--- src/rtl/lvl_irq_pkg.sv ---
package lvl_irq_pkg;

    localparam int unsigned WORD_W     = 32;
    localparam int unsigned SEL_W      = 7;
    localparam int unsigned NUM_MIRROR = 11;

    // Decoded access state: one per register word, NONE for holes.
    typedef enum logic [3:0] {
        RS_SUMMARY,
        RS_PEND_LO,
        RS_PEND_HI,
        RS_FIQ_CTRL,
        RS_EN_LO,
        RS_EN_HI,
        RS_EN_LOC,
        RS_DIS_LO,
        RS_DIS_HI,
        RS_DIS_LOC,
        RS_NONE
    } reg_sel_e;

    function automatic reg_sel_e decode_word(input int unsigned widx);
        reg_sel_e r;
        case (widx)
            0:       r = RS_SUMMARY;
            1:       r = RS_PEND_LO;
            2:       r = RS_PEND_HI;
            3:       r = RS_FIQ_CTRL;
            4:       r = RS_EN_LO;
            5:       r = RS_EN_HI;
            6:       r = RS_EN_LOC;
            7:       r = RS_DIS_LO;
            8:       r = RS_DIS_HI;
            9:       r = RS_DIS_LOC;
            default: r = RS_NONE;
        endcase
        return r;
    endfunction

    // Peripheral source mirrored at summary bit (group bits + k).
    function automatic int unsigned mirror_src(input int unsigned k);
        int unsigned s;
        case (k)
            0:       s = 7;
            1:       s = 9;
            2:       s = 10;
            3:       s = 18;
            4:       s = 19;
            5:       s = 53;
            6:       s = 54;
            7:       s = 55;
            8:       s = 56;
            9:       s = 57;
            default: s = 62;
        endcase
        return s;
    endfunction

    function automatic reg_sel_e half_en_sel(input int unsigned h);
        return (h == 0) ? RS_EN_LO : RS_EN_HI;
    endfunction

    function automatic reg_sel_e half_dis_sel(input int unsigned h);
        return (h == 0) ? RS_DIS_LO : RS_DIS_HI;
    endfunction

endpackage

--- src/rtl/lvl_irq_regs.sv ---
module lvl_irq_regs
    import lvl_irq_pkg::*;
#(
    parameter int unsigned NUM_PERIPH = 64,
    parameter int unsigned NUM_LOCAL  = 8,
    parameter int unsigned ADDR_W     = 9
) (
    input  logic                  clk,
    input  logic                  rst_n,
    input  logic                  bus_sel_i,
    input  logic                  bus_wr_i,
    input  logic [ADDR_W-1:0]     bus_addr_i,
    input  logic [WORD_W-1:0]     bus_wdata_i,
    output reg_sel_e              acc_sel_o,
    output logic                  rd_stb_o,
    output logic [NUM_PERIPH-1:0] pen_o,
    output logic [NUM_LOCAL-1:0]  len_o,
    output logic                  fen_o,
    output logic [SEL_W-1:0]      fsel_o
);

    localparam int unsigned HALVES = NUM_PERIPH / WORD_W;

    reg_sel_e              acc_sel;
    logic                  wr_stb;
    logic [NUM_PERIPH-1:0] pen_q, pen_d;
    logic [NUM_LOCAL-1:0]  len_q, len_d;
    logic                  fen_q, fen_d;
    logic [SEL_W-1:0]      fsel_q, fsel_d;

    // Access decode: unaligned offsets fall into NONE.
    always_comb begin
        if (bus_addr_i[1:0] != 2'b00) begin
            acc_sel = RS_NONE;
        end else begin
            acc_sel = decode_word(int'(bus_addr_i[ADDR_W-1:2]));
        end
    end

    assign wr_stb   = bus_sel_i && bus_wr_i;
    assign rd_stb_o = bus_sel_i && !bus_wr_i;
    assign acc_sel_o = acc_sel;

    // Next-state for the peripheral masks, one word per half.
    always_comb begin
        pen_d = pen_q;
        if (wr_stb) begin
            for (int unsigned h = 0; h < HALVES; h++) begin
                if (acc_sel == half_en_sel(h)) begin
                    pen_d[h*WORD_W +: WORD_W] = pen_q[h*WORD_W +: WORD_W] | bus_wdata_i;
                end
                if (acc_sel == half_dis_sel(h)) begin
                    pen_d[h*WORD_W +: WORD_W] = pen_q[h*WORD_W +: WORD_W] & ~bus_wdata_i;
                end
            end
        end
    end

    // Next-state for the local mask and FIQ control.
    always_comb begin
        len_d  = len_q;
        fen_d  = fen_q;
        fsel_d = fsel_q;
        if (wr_stb) begin
            unique case (acc_sel)
                RS_EN_LOC:   len_d = len_q | bus_wdata_i[NUM_LOCAL-1:0];
                RS_DIS_LOC:  len_d = len_q & ~bus_wdata_i[NUM_LOCAL-1:0];
                RS_FIQ_CTRL: begin
                    fsel_d = bus_wdata_i[SEL_W-1:0];
                    fen_d  = bus_wdata_i[SEL_W];
                end
                default: ;
            endcase
        end
    end

    always_ff @(posedge clk or negedge rst_n) begin
        if (!rst_n) begin
            pen_q  <= '0;
            len_q  <= '0;
            fen_q  <= 1'b0;
            fsel_q <= '0;
        end else begin
            pen_q  <= pen_d;
            len_q  <= len_d;
            fen_q  <= fen_d;
            fsel_q <= fsel_d;
        end
    end

    assign pen_o  = pen_q;
    assign len_o  = len_q;
    assign fen_o  = fen_q;
    assign fsel_o = fsel_q;

    // a set-enable write leaves every written 1 set.
    p_en_set_r1: assert property (@(posedge clk) disable iff (!rst_n)
        (wr_stb && acc_sel == RS_EN_LO) |=>
            ((pen_q[WORD_W-1:0] & $past(bus_wdata_i)) == $past(bus_wdata_i)));

    // a clear-enable write leaves every written 1 clear.
    p_dis_clear_r2: assert property (@(posedge clk) disable iff (!rst_n)
        (wr_stb && acc_sel == RS_DIS_HI) |=>
            ((pen_q[NUM_PERIPH-1:NUM_PERIPH-WORD_W] & $past(bus_wdata_i)) == '0));

    // writes to holes change nothing.
    p_hole_write_r11: assert property (@(posedge clk) disable iff (!rst_n)
        (wr_stb && acc_sel == RS_NONE) |=>
            ($stable(pen_q) && $stable(len_q) && $stable(fen_q) && $stable(fsel_q)));

    // state right after reset release is all clear.
    p_reset_state_r10: assert property (@(posedge clk) disable iff (!rst_n)
        $rose(rst_n) |-> (pen_q == '0 && len_q == '0 && !fen_q && fsel_q == '0));

endmodule

--- src/rtl/lvl_irq_readmux.sv ---
module lvl_irq_readmux
    import lvl_irq_pkg::*;
#(
    parameter int unsigned NUM_PERIPH = 64,
    parameter int unsigned NUM_LOCAL  = 8
) (
    input  logic [NUM_PERIPH-1:0] periph_lvl_i,
    input  logic [NUM_LOCAL-1:0]  local_lvl_i,
    input  logic [NUM_PERIPH-1:0] pen_i,
    input  logic [NUM_LOCAL-1:0]  len_i,
    input  logic                  fen_i,
    input  logic [SEL_W-1:0]      fsel_i,
    input  reg_sel_e              acc_sel_i,
    input  logic                  rd_stb_i,
    output logic [WORD_W-1:0]     rdata_o,
    output logic                  irq_req_o
);

    localparam int unsigned HALVES   = NUM_PERIPH / WORD_W;
    localparam int unsigned GRP_BASE = NUM_LOCAL;
    localparam int unsigned MIR_BASE = NUM_LOCAL + HALVES;

    logic [NUM_PERIPH-1:0] ppend;
    logic [NUM_LOCAL-1:0]  lpend;
    logic [WORD_W-1:0]     summary;
    logic [WORD_W-1:0]     rsel;

    assign ppend = periph_lvl_i & pen_i;
    assign lpend = local_lvl_i & len_i;
    assign irq_req_o = (|ppend) || (|lpend);

    always_comb begin
        summary = '0;
        summary[NUM_LOCAL-1:0] = lpend;
        for (int unsigned h = 0; h < HALVES; h++) begin
            summary[GRP_BASE + h] = |ppend[h*WORD_W +: WORD_W];
        end
        for (int unsigned k = 0; k < NUM_MIRROR; k++) begin
            summary[MIR_BASE + k] = ppend[mirror_src(k)];
        end
    end

    always_comb begin
        unique case (acc_sel_i)
            RS_SUMMARY:  rsel = summary;
            RS_PEND_LO:  rsel = ppend[WORD_W-1:0];
            RS_PEND_HI:  rsel = ppend[NUM_PERIPH-1:NUM_PERIPH-WORD_W];
            RS_FIQ_CTRL: rsel = WORD_W'({fen_i, fsel_i});
            RS_EN_LO:    rsel = pen_i[WORD_W-1:0];
            RS_EN_HI:    rsel = pen_i[NUM_PERIPH-1:NUM_PERIPH-WORD_W];
            RS_EN_LOC:   rsel = WORD_W'(len_i);
            RS_DIS_LO:   rsel = ~pen_i[WORD_W-1:0];
            RS_DIS_HI:   rsel = ~pen_i[NUM_PERIPH-1:NUM_PERIPH-WORD_W];
            RS_DIS_LOC:  rsel = ~WORD_W'(len_i);
            default:     rsel = '0;
        endcase
    end

    assign rdata_o = rd_stb_i ? rsel : '0;

    // the local clear-enable view always reads 1 above the mask.
    always_comb begin
        if (rd_stb_i && acc_sel_i == RS_DIS_LOC) begin
            a_dis_loc_upper_r5: assert (rdata_o[WORD_W-1:NUM_LOCAL] == '1);
        end
    end

endmodule

--- src/rtl/lvl_irq_out.sv ---
module lvl_irq_out
    import lvl_irq_pkg::*;
#(
    parameter int unsigned NUM_PERIPH = 64,
    parameter int unsigned NUM_LOCAL  = 8
) (
    input  logic                  clk,
    input  logic                  rst_n,
    input  logic [NUM_PERIPH-1:0] periph_lvl_i,
    input  logic [NUM_LOCAL-1:0]  local_lvl_i,
    input  logic                  fen_i,
    input  logic [SEL_W-1:0]      fsel_i,
    input  logic                  irq_req_i,
    output logic                  irq_o,
    output logic                  fiq_o
);

    logic fiq_pick;

    // Raw source select; codes past the local range match nothing.
    always_comb begin
        fiq_pick = 1'b0;
        if (fen_i) begin
            for (int unsigned i = 0; i < NUM_PERIPH; i++) begin
                if (fsel_i == SEL_W'(i)) fiq_pick = periph_lvl_i[i];
            end
            for (int unsigned j = 0; j < NUM_LOCAL; j++) begin
                if (fsel_i == SEL_W'(NUM_PERIPH + j)) fiq_pick = local_lvl_i[j];
            end
        end
    end

    always_ff @(posedge clk or negedge rst_n) begin
        if (!rst_n) begin
            irq_o <= 1'b0;
            fiq_o <= 1'b0;
        end else begin
            irq_o <= irq_req_i;
            fiq_o <= fiq_pick;
        end
    end

    // a disabled FIQ keeps the output low on the next edge.
    p_fiq_off_r7: assert property (@(posedge clk) disable iff (!rst_n)
        !fen_i |=> !fiq_o);

    // select codes above the local range give a low output.
    p_fiq_dead_sel_r7: assert property (@(posedge clk) disable iff (!rst_n)
        (fsel_i >= SEL_W'(NUM_PERIPH + NUM_LOCAL)) |=> !fiq_o);

endmodule

--- src/rtl/lvl_irq_ctrl.sv ---
module lvl_irq_ctrl
    import lvl_irq_pkg::*;
#(
    parameter int unsigned NUM_PERIPH = 64,
    parameter int unsigned NUM_LOCAL  = 8,
    parameter int unsigned ADDR_W     = 9
) (
    input  logic                  clk,
    input  logic                  rst_n,
    input  logic [NUM_PERIPH-1:0] periph_lvl_i,
    input  logic [NUM_LOCAL-1:0]  local_lvl_i,
    input  logic                  bus_sel_i,
    input  logic                  bus_wr_i,
    input  logic [ADDR_W-1:0]     bus_addr_i,
    input  logic [WORD_W-1:0]     bus_wdata_i,
    output logic [WORD_W-1:0]     bus_rdata_o,
    output logic                  irq_o,
    output logic                  fiq_o
);

    localparam int unsigned PIDX_W = $clog2(NUM_PERIPH);

    reg_sel_e              acc_sel;
    logic                  rd_stb;
    logic [NUM_PERIPH-1:0] pen;
    logic [NUM_LOCAL-1:0]  len;
    logic                  fen;
    logic [SEL_W-1:0]      fsel;
    logic                  irq_req;

    lvl_irq_regs #(
        .NUM_PERIPH (NUM_PERIPH),
        .NUM_LOCAL  (NUM_LOCAL),
        .ADDR_W     (ADDR_W)
    ) u_regs (
        .clk         (clk),
        .rst_n       (rst_n),
        .bus_sel_i   (bus_sel_i),
        .bus_wr_i    (bus_wr_i),
        .bus_addr_i  (bus_addr_i),
        .bus_wdata_i (bus_wdata_i),
        .acc_sel_o   (acc_sel),
        .rd_stb_o    (rd_stb),
        .pen_o       (pen),
        .len_o       (len),
        .fen_o       (fen),
        .fsel_o      (fsel)
    );

    lvl_irq_readmux #(
        .NUM_PERIPH (NUM_PERIPH),
        .NUM_LOCAL  (NUM_LOCAL)
    ) u_readmux (
        .periph_lvl_i (periph_lvl_i),
        .local_lvl_i  (local_lvl_i),
        .pen_i        (pen),
        .len_i        (len),
        .fen_i        (fen),
        .fsel_i       (fsel),
        .acc_sel_i    (acc_sel),
        .rd_stb_i     (rd_stb),
        .rdata_o      (bus_rdata_o),
        .irq_req_o    (irq_req)
    );

    lvl_irq_out #(
        .NUM_PERIPH (NUM_PERIPH),
        .NUM_LOCAL  (NUM_LOCAL)
    ) u_out (
        .clk          (clk),
        .rst_n        (rst_n),
        .periph_lvl_i (periph_lvl_i),
        .local_lvl_i  (local_lvl_i),
        .fen_i        (fen),
        .fsel_i       (fsel),
        .irq_req_i    (irq_req),
        .irq_o        (irq_o),
        .fiq_o        (fiq_o)
    );

    // nothing active and enabled means no IRQ on the next edge.
    p_irq_quiet_r8: assert property (@(posedge clk) disable iff (!rst_n)
        (((periph_lvl_i & pen) == '0) && ((local_lvl_i & len) == '0)) |=> !irq_o);

    // an enabled FIQ on a peripheral code tracks the raw line.
    p_fiq_follow_r7: assert property (@(posedge clk) disable iff (!rst_n)
        (fen && fsel < SEL_W'(NUM_PERIPH)) |=>
            (fiq_o == $past(periph_lvl_i[fsel[PIDX_W-1:0]])));

endmodule

--- config.mk ---
export PLATFORM = sky130hd
export DESIGN_NAME = lvl_irq_ctrl
export DESIGN_NICKNAME = d
export VERILOG_FILES = /design/src/rtl/lvl_irq_pkg.sv /design/src/rtl/lvl_irq_regs.sv /design/src/rtl/lvl_irq_readmux.sv /design/src/rtl/lvl_irq_out.sv /design/src/rtl/lvl_irq_ctrl.sv
export SDC_FILE = /design/constraint.sdc
export NUM_CORES = 1
export LEC_CHECK = 0
export ABC_AREA = 1
export ABC_CLOCK_PERIOD_IN_PS = 7600
export BUFFER_PORTS_ARGS = -buffer_cell sky130_fd_sc_hd__buf_2
export CORE_MARGIN = 2
export CORE_UTILIZATION = 40
export CTS_BUF_LIST = sky130_fd_sc_hd__clkbuf_8
export CTS_CLUSTER_DIAMETER = 120
export CTS_CLUSTER_SIZE = 16
export DETAILED_ROUTE_END_ITERATION = 12
export GPL_TIMING_DRIVEN = 0
export PLACE_DENSITY_LB_ADDON = 0.1
export SLEW_MARGIN = 25
export SYNTH_ARGS = -nofsm -noshare
export SYNTH_HDL_FRONTEND = slang
export SYNTH_SLANG_ARGS = --single-unit
--- constraint.sdc ---
create_clock -name clk -period 7.6 [get_ports clk]
set_input_delay 0.76 -clock clk [delete_from_list [all_inputs] [get_ports clk]]
set_output_delay 0.76 -clock clk [all_outputs]
set_load 0.01 [all_outputs]
==> results.md <==
* Outcome: complete, no violations
* Reg2reg start: u_regs.fsel_o[5]
* Area Growth Syn to Fin at 19.85%
* Largest family of logic cells by synthesized area: simple AND/OR/NAND/NOR gates
* Max Slew Vio Count at 0
* Synth Area in Adders at 0%
* Synth Area in XOR/XNOR at 0%
* Critical Path Sink Type: primary output
* Warnings, synthesis at 0
* DR vias at 8131
* Synthesis-stage register bit count at 82
* Vias in the first global route at between 7k and 8k
* Resized Gates After CTS at 0
* VDD IR max at 0.0001122 V
* Cell Area, Synth at 0.006334 mm²
* FF-to-FF path depth at 47
* I/O pins at 151
* CTS sink cnt at 82
* Buffers & Inverters on Critical Path at 7
* Finish-stage setup viols at 0
* Drt drc at 0
* Final hold slack at 0.2318 ns
* Die Ht at 129.8 µm
* CTS tree: built
* Starting DRC count in detailed routing at between 1k and 1.5k
* Fin nets at 1282
* Max Cap Violations at 0
* Crit path top cell by count: nor2_1
* Grt total ovfl at 0
* Pleak at 3.557 nW
* # diodes at 0
* Yosys cell types at 36
* Seq/Total Area, Yosys at between 30 and 40%
* PortBufs at 150
* Largest cells by area after synthesis: dfrtp_1, nand2_1, o21ai_0, inv_1, nor2_1
* DR pass1 iterations at 5
* CP required at 6.84 ns
* Layout cell share with drive strength beyond 1 at 17.44%
* Total Neg Setup Slack at 0 ns
* Cell count after synthesis at 1003
* WS Path Type: input port to primary output
* CP Launch Point: bus_addr_i[8]
* Hold Vio Cnt, Final at 0
* Final wirelength at 30500 µm
* Clock Skew at 0.01616 ns
* Via-per-instance ratio at roughly 6
* Area of the die at approximately 0.017 mm²
* CTS clock-pin slew for the worst setup and hold paths at 0.11 ns
* Pin count of the biggest net entering global routing at 53
* Chip Width at 129.8 µm
* Pwr Density at 123.1 mW/mm²
* Crit path DAT at ~4.2 ns
* CTS Hold Buffers Added at 0
* Most instantiated library cell after synthesis: nand2_1
* Core Region at 0.01531 mm²
* Clk Latency, worst-skew pair at roughly 0.41 ns
* Crit path max-delay cell type: nor2_1
* Max Clock Freq at 0.2029 GHz
* Hpwl dp at 23950 µm
* Slew HR at a little over a third
* Post-CTS Setup Bufs at 0
* Clock tree root buffer cell: clkbuf_8
* Antenna Nets Post-Route at 0
* R2R Setup Slk at a little under 3 ns
* Synth Flop Type: dfrtp_1
* Clock Tree Buf Depth at 2
* Post-synth EDFFs at 0
* CP delay by family, top: simple AND/OR/NAND/NOR gates
* Worst stage delay on the critical path at slightly below 0.6 ns
* Simple-gate portion of the synthesized area at 33.39%
* Mean Syn Cell Area at 6.315 µm²
* DR WL/cell at 22.09 µm
* Share of synthesized registers carrying an async set or reset at 100.0%
* Critical Path Stages at 14
* Mux share of post-synthesis cell area at 0%
* Area leader, netlist: dfrtp_1
* Hold WC Path Type: input port to asynchronous set/reset pin
* GRT Total Usage at 36.23%
* Crit Reg-Reg Endpoint: u_out.fiq_o
* Final period utilization at 64.85%
* Share of the synthesized area in the top cell type at 32.40%
* Initial antenna violation count at 0
* Global-route wire length before repair at 44740 µm
* Min cycle time layout at about 4.9 ns
* Unrepaired setup endpoints after global routing: no
* # fillers at 1678
* Critical Path, Cell by Cell: buf_2 -> nor3_1 -> inv_1 -> nor2_1 -> inv_1 -> nor2_1 -> inv_1 -> nor2_1 -> inv_2 -> clkbuf_1 -> o221ai_1 -> a2111oi_0 -> nor2_1 -> buf_2
* Commonest cells in the netlist: nand2_1, inv_1, o21ai_0
* H-Tree Level Count at 3
* Crit path max fanout at 10
* Post-synth net total at 1120
* Gpl congestion at 1.031
* Num rows at 45
* Critical Path Source Type: input port
* Initial Util at 41.36%
* Worst Tran Pin Value at 0.9555 ns
* Compound-Gate Fraction of Synth Area at 24.38%
* CTS Buf Count at 9
[worst max path at each step]
stage                      end  slack [ns]
6_report       bus_rdata_o[11]        2.67
5_1_grt            u_out.fiq_o        2.58
4_1_cts         bus_rdata_o[9]        2.83
3_5_place_dp    bus_rdata_o[9]        2.84
3_3_place_gp    bus_rdata_o[9]        2.88
2_1_floorplan      u_out.fiq_o        4.14
[cells in the final DEF, fill, tap and decap left out, types with 15 or more instances in the layout]
| master | netlist | layout |
|---|---|---|
| nand2_1 | 313 | 313 |
| inv_1 | 112 | 112 |
| nand3_1 | 43 | 43 |
| a21oi_1 | 15 | 15 |
| o21ai_0 | 111 | 111 |
| o22ai_1 | 39 | 39 |
| buf_2 | 0 | 149 |
| inv_2 | 15 | 15 |
| nand4_1 | 32 | 32 |
| a31o_2 | 15 | 15 |
| nor2_1 | 93 | 93 |
| dfrtp_1 | 82 | 82 |
| clkbuf_1 | 33 | 33 |
[power by group]
part,switching (W),leakage [nW],internal [W],total (W)
registers,0.0000158,1.09,0.000448,0.000464
logic,0.0000734,2.36,0.0000407,0.000114
clock network,0.000193,0.0999,0.000164,0.000357
[logic make-up after synthesis]
logic type,count (synthesis)
AOI/OAI and AO/OA,246
buffers and inverters,166
DFF,82
and+or+nand+nor,509
[stage by stage]
stage,power (W),util [%],area [µm²],std cells,worst slack (ns)
after detailed placement,0.0005817,48.20,7382,1365,2.843
after floorplan,0.0005014,-,6334,1003,4.138
after global placement,0.0005800,47.98,7348,1364,2.879
after CTS,0.0009397,49.57,7591,1381,2.832
after global routing,0.0009702,49.57,7591,1381,2.584
final,0.0009347,49.57,7591,1381,2.672
[routing by layer]
layer / global-route usage [%] / up-vias / part of all wire (%)
met2: 53.06 / 545 / 42
met3: 8.323 / 80 / 11
met5: 0 / - / 0
met4: 12.52 / 0 / 3.2
li1: - / 3750 / -
met1: 52.41 / 3756 / 44
[area by class of cell]
type                            count  area, µm²  share of cell area (%)
Inverter                          129      484.2                   6.379
Clock buffer                       10      137.6                   1.813
Clock inverter                      6      71.32                  0.9395
Buffer                             37      138.9                   1.830
Timing Repair Buffer              151      784.5                   10.33
Tap cell                          211      264.0                   3.478
Sequential cell                    82       2052                   27.03
Multi-Input combinational cell    755       3659                   48.20
No activity file was read; power rests on OpenSTA's default activity.
